**src/rtl/nor_dma_pkg.sv**
```systemverilog
package nor_dma_pkg;

    typedef enum logic [2:0] {
        ST_IDLE,
        ST_OPCODE,
        ST_ADDR,
        ST_DUMMY,
        ST_DATA,
        ST_MEM,
        ST_FINISH
    } dma_state_e;

    typedef enum logic [1:0] {
        PHY_TX,
        PHY_RX,
        PHY_DUMMY
    } phy_mode_e;

    typedef enum logic [1:0] {
        LANE_X1,
        LANE_X2,
        LANE_X4
    } lane_e;

    // lane count for the address phase of a read
    function automatic lane_e addr_lane_of(input logic [2:0] ift);
        case (ift)
            3'd2:    return LANE_X2;
            3'd4:    return LANE_X4;
            default: return LANE_X1;
        endcase
    endfunction

    // lane count for the data phase of a read
    function automatic lane_e data_lane_of(input logic [2:0] ift);
        case (ift)
            3'd1, 3'd2: return LANE_X2;
            3'd3, 3'd4: return LANE_X4;
            default:    return LANE_X1;
        endcase
    endfunction

endpackage

```
**src/rtl/nor_dma_shifter.sv**
```systemverilog
module nor_dma_shifter
    import nor_dma_pkg::*;
(
    input  logic       clk,
    input  logic       rst_n,
    input  logic       start_i,
    input  phy_mode_e  mode_i,
    input  lane_e      lane_i,
    input  logic [7:0] tx_byte_i,
    input  logic [3:0] din_i,
    output logic       sclk_o,
    output logic [3:0] dout_o,
    output logic [3:0] doe_o,
    output logic [7:0] rx_byte_o,
    output logic       done_o
);

    logic       busy_q;
    logic       phase_q;
    logic [2:0] cnt_q;
    logic [7:0] tx_sh_q;
    logic [7:0] rx_sh_q;
    logic       sclk_q;
    logic       done_q;
    phy_mode_e  mode_q;
    lane_e      lane_q;

    lane_e      lane_eff;
    logic [2:0] step;
    logic [7:0] rx_bits;

    assign lane_eff = (mode_i == PHY_DUMMY) ? LANE_X1 : lane_i;

    always_comb begin
        unique case (lane_q)
            LANE_X2: begin
                step    = 3'd2;
                rx_bits = {6'b0, din_i[1:0]};
                dout_o  = {2'b0, tx_sh_q[7:6]};
            end
            LANE_X4: begin
                step    = 3'd4;
                rx_bits = {4'b0, din_i};
                dout_o  = tx_sh_q[7:4];
            end
            default: begin
                step    = 3'd1;
                rx_bits = {7'b0, din_i[1]};
                dout_o  = {3'b0, tx_sh_q[7]};
            end
        endcase
    end

    always_comb begin
        doe_o = 4'b0000;
        if (busy_q && mode_q == PHY_TX) begin
            unique case (lane_q)
                LANE_X2: doe_o = 4'b0011;
                LANE_X4: doe_o = 4'b1111;
                default: doe_o = 4'b0001;
            endcase
        end
    end

    always_ff @(posedge clk or negedge rst_n) begin
        if (!rst_n) begin
            busy_q  <= 1'b0;
            phase_q <= 1'b0;
            cnt_q   <= 3'd0;
            tx_sh_q <= 8'h00;
            rx_sh_q <= 8'h00;
            sclk_q  <= 1'b0;
            done_q  <= 1'b0;
            mode_q  <= PHY_TX;
            lane_q  <= LANE_X1;
        end else begin
            done_q <= 1'b0;
            if (!busy_q) begin
                if (start_i) begin
                    busy_q  <= 1'b1;
                    phase_q <= 1'b0;
                    mode_q  <= mode_i;
                    lane_q  <= lane_eff;
                    tx_sh_q <= tx_byte_i;
                    unique case (lane_eff)
                        LANE_X2: cnt_q <= 3'd3;
                        LANE_X4: cnt_q <= 3'd1;
                        default: cnt_q <= 3'd7;
                    endcase
                end
            end else if (!phase_q) begin
                // rising serial edge: sample inbound lanes
                sclk_q  <= 1'b1;
                phase_q <= 1'b1;
                rx_sh_q <= (rx_sh_q << step) | rx_bits;
            end else begin
                // falling serial edge: advance outbound lanes
                sclk_q  <= 1'b0;
                phase_q <= 1'b0;
                tx_sh_q <= tx_sh_q << step;
                if (cnt_q == 3'd0) begin
                    busy_q <= 1'b0;
                    done_q <= 1'b1;
                end else begin
                    cnt_q <= cnt_q - 3'd1;
                end
            end
        end
    end

    assign sclk_o    = sclk_q;
    assign rx_byte_o = rx_sh_q;
    assign done_o    = done_q;

endmodule

```
**src/rtl/nor_dma_ctrl.sv**
```systemverilog
module nor_dma_ctrl
    import nor_dma_pkg::*;
#(
    parameter int ADDR_W = 32,
    parameter int LEN_W  = 28,
    parameter int CS_W   = 1
) (
    input  logic              clk,
    input  logic              rst_n,
    input  logic [31:0]       cfg_flash_addr,
    input  logic [LEN_W-1:0]  cfg_xfer_len,
    input  logic [ADDR_W-1:0] cfg_buf_addr,
    input  logic [2:0]        cfg_if_type,
    input  logic [3:0]        cfg_dummy_bytes,
    input  logic              cfg_addr_4b,
    input  logic [CS_W-1:0]   cfg_cs_sel,
    input  logic              trig_we,
    input  logic [31:0]       trig_word,
    input  logic              done_clr,
    output logic              op_done,
    output logic              mem_valid,
    output logic              mem_write,
    output logic [ADDR_W-1:0] mem_addr,
    output logic [7:0]        mem_wdata,
    input  logic              mem_ready,
    input  logic [7:0]        mem_rdata,
    output logic              phy_start,
    output phy_mode_e         phy_mode,
    output lane_e             phy_lane,
    output logic [7:0]        phy_tx,
    input  logic [7:0]        phy_rx,
    input  logic              phy_done,
    output logic              cs_active,
    output logic [CS_W-1:0]   cs_index
);

    dma_state_e        state_q, state_d;
    logic              dir_q;
    logic [7:0]        opcode_q;
    logic [31:0]       addr_sh_q;
    logic [LEN_W-1:0]  len_q;
    logic [LEN_W-1:0]  idx_q;
    logic [ADDR_W-1:0] buf_q;
    logic [2:0]        ift_q;
    logic [3:0]        dummy_q;
    logic [3:0]        cnt_q;
    logic [CS_W-1:0]   cs_q;
    logic [7:0]        data_q;
    logic              kick_q, kick_d;
    logic              op_done_q;
    logic              go;
    logic              last;
    logic              shift_state_d;

    logic unused_trig_bits;
    assign unused_trig_bits = ^{trig_word[31:24], trig_word[7:2]};

    assign go   = trig_we && trig_word[0] && (state_q == ST_IDLE);
    assign last = (idx_q == len_q - LEN_W'(1));

    // next-state logic
    always_comb begin
        state_d = state_q;
        unique case (state_q)
            ST_IDLE: begin
                if (go) state_d = (cfg_xfer_len == '0) ? ST_FINISH : ST_OPCODE;
            end
            ST_OPCODE: begin
                if (phy_done) state_d = ST_ADDR;
            end
            ST_ADDR: begin
                if (phy_done && cnt_q == 4'd0) begin
                    if (dir_q)                 state_d = ST_MEM;
                    else if (dummy_q != 4'd0)  state_d = ST_DUMMY;
                    else                       state_d = ST_DATA;
                end
            end
            ST_DUMMY: begin
                if (phy_done && cnt_q == 4'd0) state_d = ST_DATA;
            end
            ST_DATA: begin
                if (phy_done) state_d = (dir_q && last) ? ST_FINISH : ST_MEM;
            end
            ST_MEM: begin
                if (mem_ready) state_d = (!dir_q && last) ? ST_FINISH : ST_DATA;
            end
            ST_FINISH: state_d = ST_IDLE;
            default:   state_d = ST_IDLE;
        endcase
    end

    assign shift_state_d = (state_d == ST_OPCODE) || (state_d == ST_ADDR) ||
                           (state_d == ST_DUMMY)  || (state_d == ST_DATA);
    assign kick_d = shift_state_d &&
                    ((state_d != state_q) ||
                     (phy_done && (state_q == ST_ADDR || state_q == ST_DUMMY)));

    // state register
    always_ff @(posedge clk or negedge rst_n) begin
        if (!rst_n) state_q <= ST_IDLE;
        else        state_q <= state_d;
    end

    // datapath registers
    always_ff @(posedge clk or negedge rst_n) begin
        if (!rst_n) begin
            kick_q    <= 1'b0;
            dir_q     <= 1'b0;
            opcode_q  <= 8'h00;
            addr_sh_q <= 32'h0;
            len_q     <= '0;
            idx_q     <= '0;
            buf_q     <= '0;
            ift_q     <= 3'd0;
            dummy_q   <= 4'd0;
            cnt_q     <= 4'd0;
            cs_q      <= '0;
            data_q    <= 8'h00;
            op_done_q <= 1'b0;
        end else begin
            kick_q <= kick_d;
            if (go) begin
                dir_q     <= trig_word[1];
                opcode_q  <= trig_word[1] ? trig_word[15:8] : trig_word[23:16];
                addr_sh_q <= cfg_addr_4b ? cfg_flash_addr : {cfg_flash_addr[23:0], 8'h00};
                cnt_q     <= cfg_addr_4b ? 4'd3 : 4'd2;
                len_q     <= cfg_xfer_len;
                idx_q     <= '0;
                buf_q     <= cfg_buf_addr;
                ift_q     <= cfg_if_type;
                dummy_q   <= cfg_dummy_bytes;
                cs_q      <= cfg_cs_sel;
            end
            if (state_q == ST_ADDR && phy_done) begin
                addr_sh_q <= {addr_sh_q[23:0], 8'h00};
                cnt_q     <= (cnt_q != 4'd0) ? cnt_q - 4'd1 : dummy_q - 4'd1;
            end
            if (state_q == ST_DUMMY && phy_done && cnt_q != 4'd0) begin
                cnt_q <= cnt_q - 4'd1;
            end
            if (state_q == ST_DATA && phy_done) begin
                if (!dir_q)     data_q <= phy_rx;
                else if (!last) idx_q  <= idx_q + LEN_W'(1);
            end
            if (state_q == ST_MEM && mem_ready) begin
                if (dir_q)      data_q <= mem_rdata;
                else if (!last) idx_q  <= idx_q + LEN_W'(1);
            end
            if (done_clr)                    op_done_q <= 1'b0;
            else if (state_q == ST_FINISH)   op_done_q <= 1'b1;
        end
    end

    // outputs
    always_comb begin
        phy_mode = PHY_TX;
        phy_lane = LANE_X1;
        phy_tx   = opcode_q;
        unique case (state_q)
            ST_ADDR: begin
                phy_tx   = addr_sh_q[31:24];
                phy_lane = dir_q ? LANE_X1 : addr_lane_of(ift_q);
            end
            ST_DUMMY: begin
                phy_mode = PHY_DUMMY;
            end
            ST_DATA: begin
                phy_tx   = data_q;
                phy_mode = dir_q ? PHY_TX : PHY_RX;
                phy_lane = dir_q ? LANE_X1 : data_lane_of(ift_q);
            end
            default: begin
                phy_tx = opcode_q;
            end
        endcase
    end

    assign phy_start = kick_q;
    assign cs_active = (state_q != ST_IDLE) && (state_q != ST_FINISH);
    assign cs_index  = cs_q;
    assign mem_valid = (state_q == ST_MEM);
    assign mem_write = !dir_q;
    assign mem_addr  = buf_q + ADDR_W'(idx_q);
    assign mem_wdata = data_q;
    assign op_done   = op_done_q;

endmodule

```
**src/rtl/nor_dma_engine.sv**
```systemverilog
module nor_dma_engine
    import nor_dma_pkg::*;
#(
    parameter int ADDR_W = 32,
    parameter int LEN_W  = 28,
    parameter int NUM_CS = 2,
    localparam int CS_W  = (NUM_CS > 1) ? $clog2(NUM_CS) : 1
) (
    input  logic              clk,
    input  logic              rst_n,
    input  logic [31:0]       cfg_flash_addr,
    input  logic [LEN_W-1:0]  cfg_xfer_len,
    input  logic [ADDR_W-1:0] cfg_buf_addr,
    input  logic [2:0]        cfg_if_type,
    input  logic [3:0]        cfg_dummy_bytes,
    input  logic              cfg_addr_4b,
    input  logic [CS_W-1:0]   cfg_cs_sel,
    input  logic              trig_we,
    input  logic [31:0]       trig_word,
    input  logic              done_clr,
    output logic              op_done,
    output logic              mem_valid,
    output logic              mem_write,
    output logic [ADDR_W-1:0] mem_addr,
    output logic [7:0]        mem_wdata,
    input  logic              mem_ready,
    input  logic [7:0]        mem_rdata,
    output logic              spi_sclk,
    output logic [NUM_CS-1:0] spi_cs_n,
    output logic [3:0]        spi_dout,
    output logic [3:0]        spi_doe,
    input  logic [3:0]        spi_din
);

    logic            phy_start;
    phy_mode_e       phy_mode;
    lane_e           phy_lane;
    logic [7:0]      phy_tx;
    logic [7:0]      phy_rx;
    logic            phy_done;
    logic            cs_active;
    logic [CS_W-1:0] cs_index;

    nor_dma_ctrl #(
        .ADDR_W (ADDR_W),
        .LEN_W  (LEN_W),
        .CS_W   (CS_W)
    ) u_ctrl (
        .clk             (clk),
        .rst_n           (rst_n),
        .cfg_flash_addr  (cfg_flash_addr),
        .cfg_xfer_len    (cfg_xfer_len),
        .cfg_buf_addr    (cfg_buf_addr),
        .cfg_if_type     (cfg_if_type),
        .cfg_dummy_bytes (cfg_dummy_bytes),
        .cfg_addr_4b     (cfg_addr_4b),
        .cfg_cs_sel      (cfg_cs_sel),
        .trig_we         (trig_we),
        .trig_word       (trig_word),
        .done_clr        (done_clr),
        .op_done         (op_done),
        .mem_valid       (mem_valid),
        .mem_write       (mem_write),
        .mem_addr        (mem_addr),
        .mem_wdata       (mem_wdata),
        .mem_ready       (mem_ready),
        .mem_rdata       (mem_rdata),
        .phy_start       (phy_start),
        .phy_mode        (phy_mode),
        .phy_lane        (phy_lane),
        .phy_tx          (phy_tx),
        .phy_rx          (phy_rx),
        .phy_done        (phy_done),
        .cs_active       (cs_active),
        .cs_index        (cs_index)
    );

    nor_dma_shifter u_shifter (
        .clk       (clk),
        .rst_n     (rst_n),
        .start_i   (phy_start),
        .mode_i    (phy_mode),
        .lane_i    (phy_lane),
        .tx_byte_i (phy_tx),
        .din_i     (spi_din),
        .sclk_o    (spi_sclk),
        .dout_o    (spi_dout),
        .doe_o     (spi_doe),
        .rx_byte_o (phy_rx),
        .done_o    (phy_done)
    );

    // one active-low select per attached flash
    for (genvar g = 0; g < NUM_CS; g++) begin : g_cs
        assign spi_cs_n[g] = !(cs_active && (cs_index == CS_W'(g)));
    end

endmodule

```
**config.mk**
```make
export PLATFORM = sky130hd
export DESIGN_NAME = nor_dma_engine
export DESIGN_NICKNAME = d
export VERILOG_FILES = /design/src/rtl/nor_dma_pkg.sv /design/src/rtl/nor_dma_shifter.sv /design/src/rtl/nor_dma_ctrl.sv /design/src/rtl/nor_dma_engine.sv
export SDC_FILE = /design/constraint.sdc
export NUM_CORES = 1
export LEC_CHECK = 0
export BUFFER_PORTS_ARGS = -buffer_cell sky130_fd_sc_hd__buf_2
export CORE_MARGIN = 1.5
export CORE_UTILIZATION = 28
export CTS_BUF_LIST = sky130_fd_sc_hd__clkbuf_8
export CTS_CLUSTER_SIZE = 16
export DETAILED_ROUTE_END_ITERATION = 10
export HOLD_SLACK_MARGIN = 0.08
export PLACE_DENSITY = 0.52
export SYNTH_ARGS = -nofsm -noshare
export SYNTH_HDL_FRONTEND = slang
export SYNTH_HIERARCHICAL = 1
export SYNTH_SLANG_ARGS = --single-unit
```
**constraint.sdc**
```tcl
create_clock -name clk -period 4.11 [get_ports clk]
set_input_delay 0.822 -clock clk [delete_from_list [all_inputs] [get_ports clk]]
set_output_delay 0.822 -clock clk [all_outputs]
set_load 0.03 [all_outputs]
```
# After elaboration in Yosys (flattened, before gate mapping)
# Index checks and enable logic that the tools add are counted.
[word_totals]
register_bits = 181
out_inout_bits = 54
in_bits = 150
ram_bits = 0
n_memories = 0
latchBits = 0
mem_bits_ro = 0
[op_classes]
eq_ne = 24
order_cmp = 0
n_reduce_logical = 42
n_addsub = 6
bitwise = 4
muxes = 66
div = 0
mul = 0
n_shift = 2
[op_table]
columns = ["operator", "count"]
rows = [
  ["two-way mux 28 bit", 7],
  ["two-way mux 32 bit", 3],
  ["two-way mux 8 bit", 8],
  ["two-way mux 3 bit", 13],
  ["adder 32 x 28 -> 32 bit", 1],
  ["adder 28 x 1 -> 28 bit (second input constant)", 1],
  ["equality test 28 bit", 1],
  ["zero test 28 bit", 1],
  ["subtractor 28 x 1 -> 28 bit (second input constant)", 1],
  ["one-hot mux 4 bit (2 select lines)", 3],
  ["two-way mux 4 bit", 5],
  ["equality test 3 x 2 -> 1 bit (second input constant)", 6],
  ["one-hot mux 3 bit (6 select lines)", 1],
  ["logical AND 1 bit", 16],
  ["one-hot mux 2 bit (2 select lines)", 4],
  ["one-hot mux 8 bit (2 select lines)", 1],
  ["<< shifter 8 x 3 -> 8 bit", 2],
  ["equality test 3 bit (second input constant)", 5],
  ["two-way mux 1 bit", 14],
  ["one-hot mux 3 bit (2 select lines)", 2],
  ["two-way mux 2 bit", 5],
  ["equality test 3 x 1 -> 1 bit (second input constant)", 3],
  ["OR 8 x 4 -> 8 bit", 1],
  ["nonzero test 4 bit", 2],
  ["18 further kinds", 38],
]

# Depth between registers and ports, before layout
[depth]
word_depth = 11
depth_mapped = 13
mapped_depth_nobuf = 13

# Hierarchy
# Netlist, hierarchy kept.
[by_module_without_submodules]
columns = ["mod", "area_per_inst_um2", "cells_per_inst", "instances"]
rows = [
  ["nor_dma_ctrl", 9556.7, 1120, 1],
  ["nor_dma_shifter", 1786.7, 196, 1],
  ["nor_dma_engine", 10.0, 2, 1],
]

# Least setup slack after synthesis
# OpenSTA, ideal clock, no wires.
[synth_path]
path_kind = "register to output"
startpoint = "register u_ctrl.idx_q[0]"
endpoint = "output mem_addr[28]"
t_required_ns = 3.288
slack_ns = 0.282
arrival_ns = 3.006
stages_incl_launch_ff = 14
cell_sequence = "dfrtp_1 > ha_1 > inv_1 > fa_1 > nor2b_1 > o31a_1 > o31ai_1 > a31oi_1 > o21ai_0 > o31ai_1 > a31oi_1 > o21bai_1 > a21oi_1 > xnor2_1"
[synth_between]
elab_chain_cells = 1
[synth_rtl]
columns = ["item", "line", "source"]
rows = [
  ["start, declared", "nor_dma_ctrl.sv:42", "logic [LEN_W-1:0] idx_q;"],
  ["start signal, assigned", "nor_dma_ctrl.sv:143", "else if (!last) idx_q <= idx_q + LEN_W'(1);"],
  ["start signal, assigned", "nor_dma_ctrl.sv:147", "else if (!last) idx_q <= idx_q + LEN_W'(1);"],
  ["adder 32 x 28 -> 32 bit", "nor_dma_ctrl.sv:183", "assign mem_addr = buf_q + ADDR_W'(idx_q);"],
  ["end, declared", "nor_dma_engine.sv:24", "output logic [ADDR_W-1:0] mem_addr,"],
]
# Every way passes these cells.

# Worst setup path after layout
# Ends and elaborated chain as after synthesis.

==> key figures <==
Setup path
  – Worst r2r src: u_ctrl/len_q[0]
  – CP arrival: 3470 ps
  – Reg2Reg Depth: 12
  – Top delay family on crit path: compound AO/OA/AOI/OAI gates
  – CP Capture Type: output port
  – Worst-path cell chain: ha_4 > inv_2 > fa_2 > nor2b_2 > o31a_1 > o31ai_4 > a31oi_2 > o21ai_1 > buf_4 > o31ai_4 > a31oi_4 > o21bai_1 > a21oi_1 > xnor2_1 > buf_4
  – WP data required: between 3000 and 4000 ps
  – Worst r2r dst: u_ctrl/phy_start
  – R2R Setup Slk: 150 ps
  – Startpoint types: flop
  – Worst Setup SP: u_ctrl/idx_q[0]
  – CP max stage delay: 420 ps
  – Crit-path slowest cell: dfrtp_1
  – Maximum fanout along the worst path: 3
  – WS Path Type: flop to output port
  – Worst path buffer plus inverter count: 3

Finish
  – Area grow syn2layout: 21.2%
  – Final nets: 1699
  – Layout cells sized above 1: 0.226

Yosys
  – Synth cell types: 77
  – Synth Net Count: 1509
  – Area share of the largest cell type after synthesis: 0.399
  – Sequential-to-total area share from yosys stat: 0.399
  – Seq cells post-synth: 181
  – Post-synth top flop: dfrtp_1
  – Post-Syn Area: 11400 sq um
  – Cell taking the most area after synthesis: dfrtp_1
  – Share of synthesized registers carrying an async set or reset: 1.00
  – Top cells by area, synth: dfrtp_1 (40%), nand2_1 (10%), mux2i_1 (6.9%), ha_1 (4.4%), xnor2_1 (3.4%)
  – Syn_area_per_cell: approximately 8.6 sq um
  – Post-synth EDFFs: 0
  – Ys Warns: 6
  – Synth Instances: 1318

Detailed routing
  – Initial DRC count: between 500 and 600
  – Drt total wl: 33700 um
  – DRC Markers: 0
  – 1st-pass router iterations: 5
  – Met3 Wirelength: 1100 um
  – Post-DRT Antenna Nets: 0
  – Routed wl met2: 15000 um
  – Vias: ~10k
  – Top Metal Used: met5
  – Wl on met1: 16800 um
  – DR vias/cell: approximately 5
  – Drt wl/cell: 16.4 um

Floorplan
  – Initial Util: 0.284
  – Core Area: 39900 sq um
  – Rows: 73
  – Die Span Y: 204 um
  – Die X: 204 um
  – IO Count: 204
  – Die area: around 42000 sq um

STA
  – Max-slew headroom: 0.404
  – Final count of hold timing violations: 0
  – Final worst path period share: 1.04
  – Final setup fails: 6
  – Fin. max-slew vios: 0
  – RSZ-0062 raised after global routing: yes
  – Setup TNS: -580 ps
  – F_max: 0.233 GHz
  – Fin worst setup slack: -180 ps
  – Tightest Pin Transition: 894 ps
  – Final Skew: 15.6 ps
  – Period minus WS final: about 4300 ps

Run status
  – Status: finished, violations left
  – Failing checks: setup timing

Global route
  – Global Route Usage Sum: 0.164
  – First-pass GRT wire length: 53600 um
  – Vias in the first global route: 9923
  – Initial antenna violation count: 5
  – Largest net degree at the start of global routing: 146
  – GRT overflow: 0

Placed design
  – Hpwl dp: 24100 um
  – Pre-CTS setup slack: -86.8 ps
  – Port bufs: 189
  – GP Congestion: 0.853

Min path
  – Min-Delay Path Class: primary input to async pin

Pwr
  – Post-layout power: approximately 3.6 mW
  – VDD IR max: 0.000176 V
  – Leak: 6.80 nW
  – Pwr dens: 261 nW/um^2

Clock network
  – Clk sinks: 181
  – CTS root buffer: clkbuf_8
  – CTS tree: yes
  – Worst-Skew Late Latency: 520 ps
  – Max H-tree Level: 4
  – Max clock buf depth: 2
  – Clk slew on worst S/H paths: 110 ps
  – Inserted Clock Buffers: 17
  – # hold bufs at CTS: 0

Job
  – # Max-Cap Violations: 0
==> power breakdown <==
part	internal [mW]	total (mW)	switching [mW]
Clock	0.554	1.31	0.756
Combinational	0.172	0.405	0.233
Sequential	1.83	1.88	0.0504
Total	2.55	3.59	1.04
==> registers in the layout (all words and copies together) (netlist names) <==
name / cells
u_ctrl/addr_sh_q: 32
u_ctrl/buf_q: 32
u_ctrl/idx_q: 28
u_ctrl/len_q: 28
u_ctrl/mem_wdata: 8
u_ctrl/opcode_q: 8
u_shifter/rx_byte_o: 8
u_shifter/tx_sh_q: 8
u_ctrl/cnt_q: 4
u_ctrl/dummy_q: 4
u_ctrl/ift_q: 3
u_ctrl/state_q: 3
u_shifter/cnt_q: 3
u_shifter/lane_q: 2
u_shifter/mode_q: 2
u_ctrl/cs_index: 1
u_ctrl/dir_q: 1
u_ctrl/op_done: 1
u_ctrl/phy_start: 1
u_shifter/busy_q: 1
u_shifter/done_o: 1
u_shifter/phase_q: 1
u_shifter/sclk_o: 1
==> worst max-delay path by stage <==
stage,to,slack [ps],cells after the start
finish,mem_addr[28],-180,15
global route,mem_addr[28],-340,15
CTS,mem_addr[28],-220,15
detailed placement,mem_addr[28],-90,15
global placement,mem_addr[28],-30,15
floorplan,mem_addr[28],280,13
==> cell type report <==
| class | instances | area [sq um] |
|---|---|---|
| fill | 4200 | 26200 |
| multi-input combinational | 1034 | 6610 |
| sequential | 181 | 4530 |
| timing repair buffer | 242 | 1430 |
| tap | 525 | 657 |
| clock buffer | 17 | 234 |
| clock inverter | 15 | 168 |
| inverter | 32 | 120 |
| antenna | 2 | 5.00 |
==> cells in the final DEF (no fill, tap or decap), types with 11 or more instances in the layout <==
| master | count |
|---|---|
| and2_1 | 11 |
| o21ai_0 | 58 |
| mux2i_1 | 78 |
| xnor2_1 | 42 |
| nand2_1 | 315 |
| and3_1 | 13 |
| dfrtp_1 | 179 |
| nand4_1 | 12 |
| a21o_1 | 22 |
| clkbuf_8 | 18 |
| xor2_1 | 28 |
| nor4_1 | 14 |
| buf_2 | 177 |
| nor2_1 | 92 |
| buf_4 | 57 |
| nand3_1 | 38 |
| inv_1 | 27 |
| nor3_1 | 19 |
| a22oi_1 | 13 |
| a21oi_1 | 61 |
| ha_1 | 33 |
| nand2b_1 | 11 |
| a221o_1 | 17 |
==> cell families after synthesis <==
kind of cell / count (synthesis) / share of synthesized area
simple gates: 577 / 0.229
mux: 84 / 0.0750
xor+xnor: 72 / 0.0555
buf+inv: 103 / 0.0417
compound gates: 260 / 0.154
flops: 181 / 0.399
fa+ha+maj: 41 / 0.0458
==> per-stage QoR <==
stage,hold WS [ps],utilization,cells,cell area [sq um]
after floorplan,447,-,1318,11400
after global placement,461,0.325,2003,13000
after detailed placement,469,0.325,2003,13000
after CTS,384,0.342,2041,13600
after global routing,407,0.345,2048,13800
final,384,0.345,2048,13800
==> cell usage after synthesis, types with 10 or more instances <==
cell type	count
a211oi_1	12
a21o_1	22
a21oi_1	64
a221o_1	17
a22oi_1	13
a31oi_1	10
and2_1	11
and3_1	15
clkbuf_1	46
dfrtp_1	181
ha_1	40
inv_1	31
mux2i_1	78
nand2_1	316
nand2b_1	13
nand3_1	38
nand4_1	12
nor2_1	92
nor3_1	20
nor4_1	15
o21ai_0	63
xnor2_1	44
xor2_1	28
==> metal layers <==
layer,track usage,up-vias
met2,0.248,175
met4,0.0622,6
met1,0.231,4786
met3,0.0284,44
met5,0,-
li1,-,4996
==> what timing repair did <==
| item | CTS | global route |
|---|---|---|
| setup endpoints to repair | 13 | 16 |
| resized for setup | 47 | 25 |
| pin swaps | 27 | 28 |
| cloned | 0 | 0 |
| setup buffers | 7 | 7 |
No activity file was read; power rests on OpenSTA's default activity.
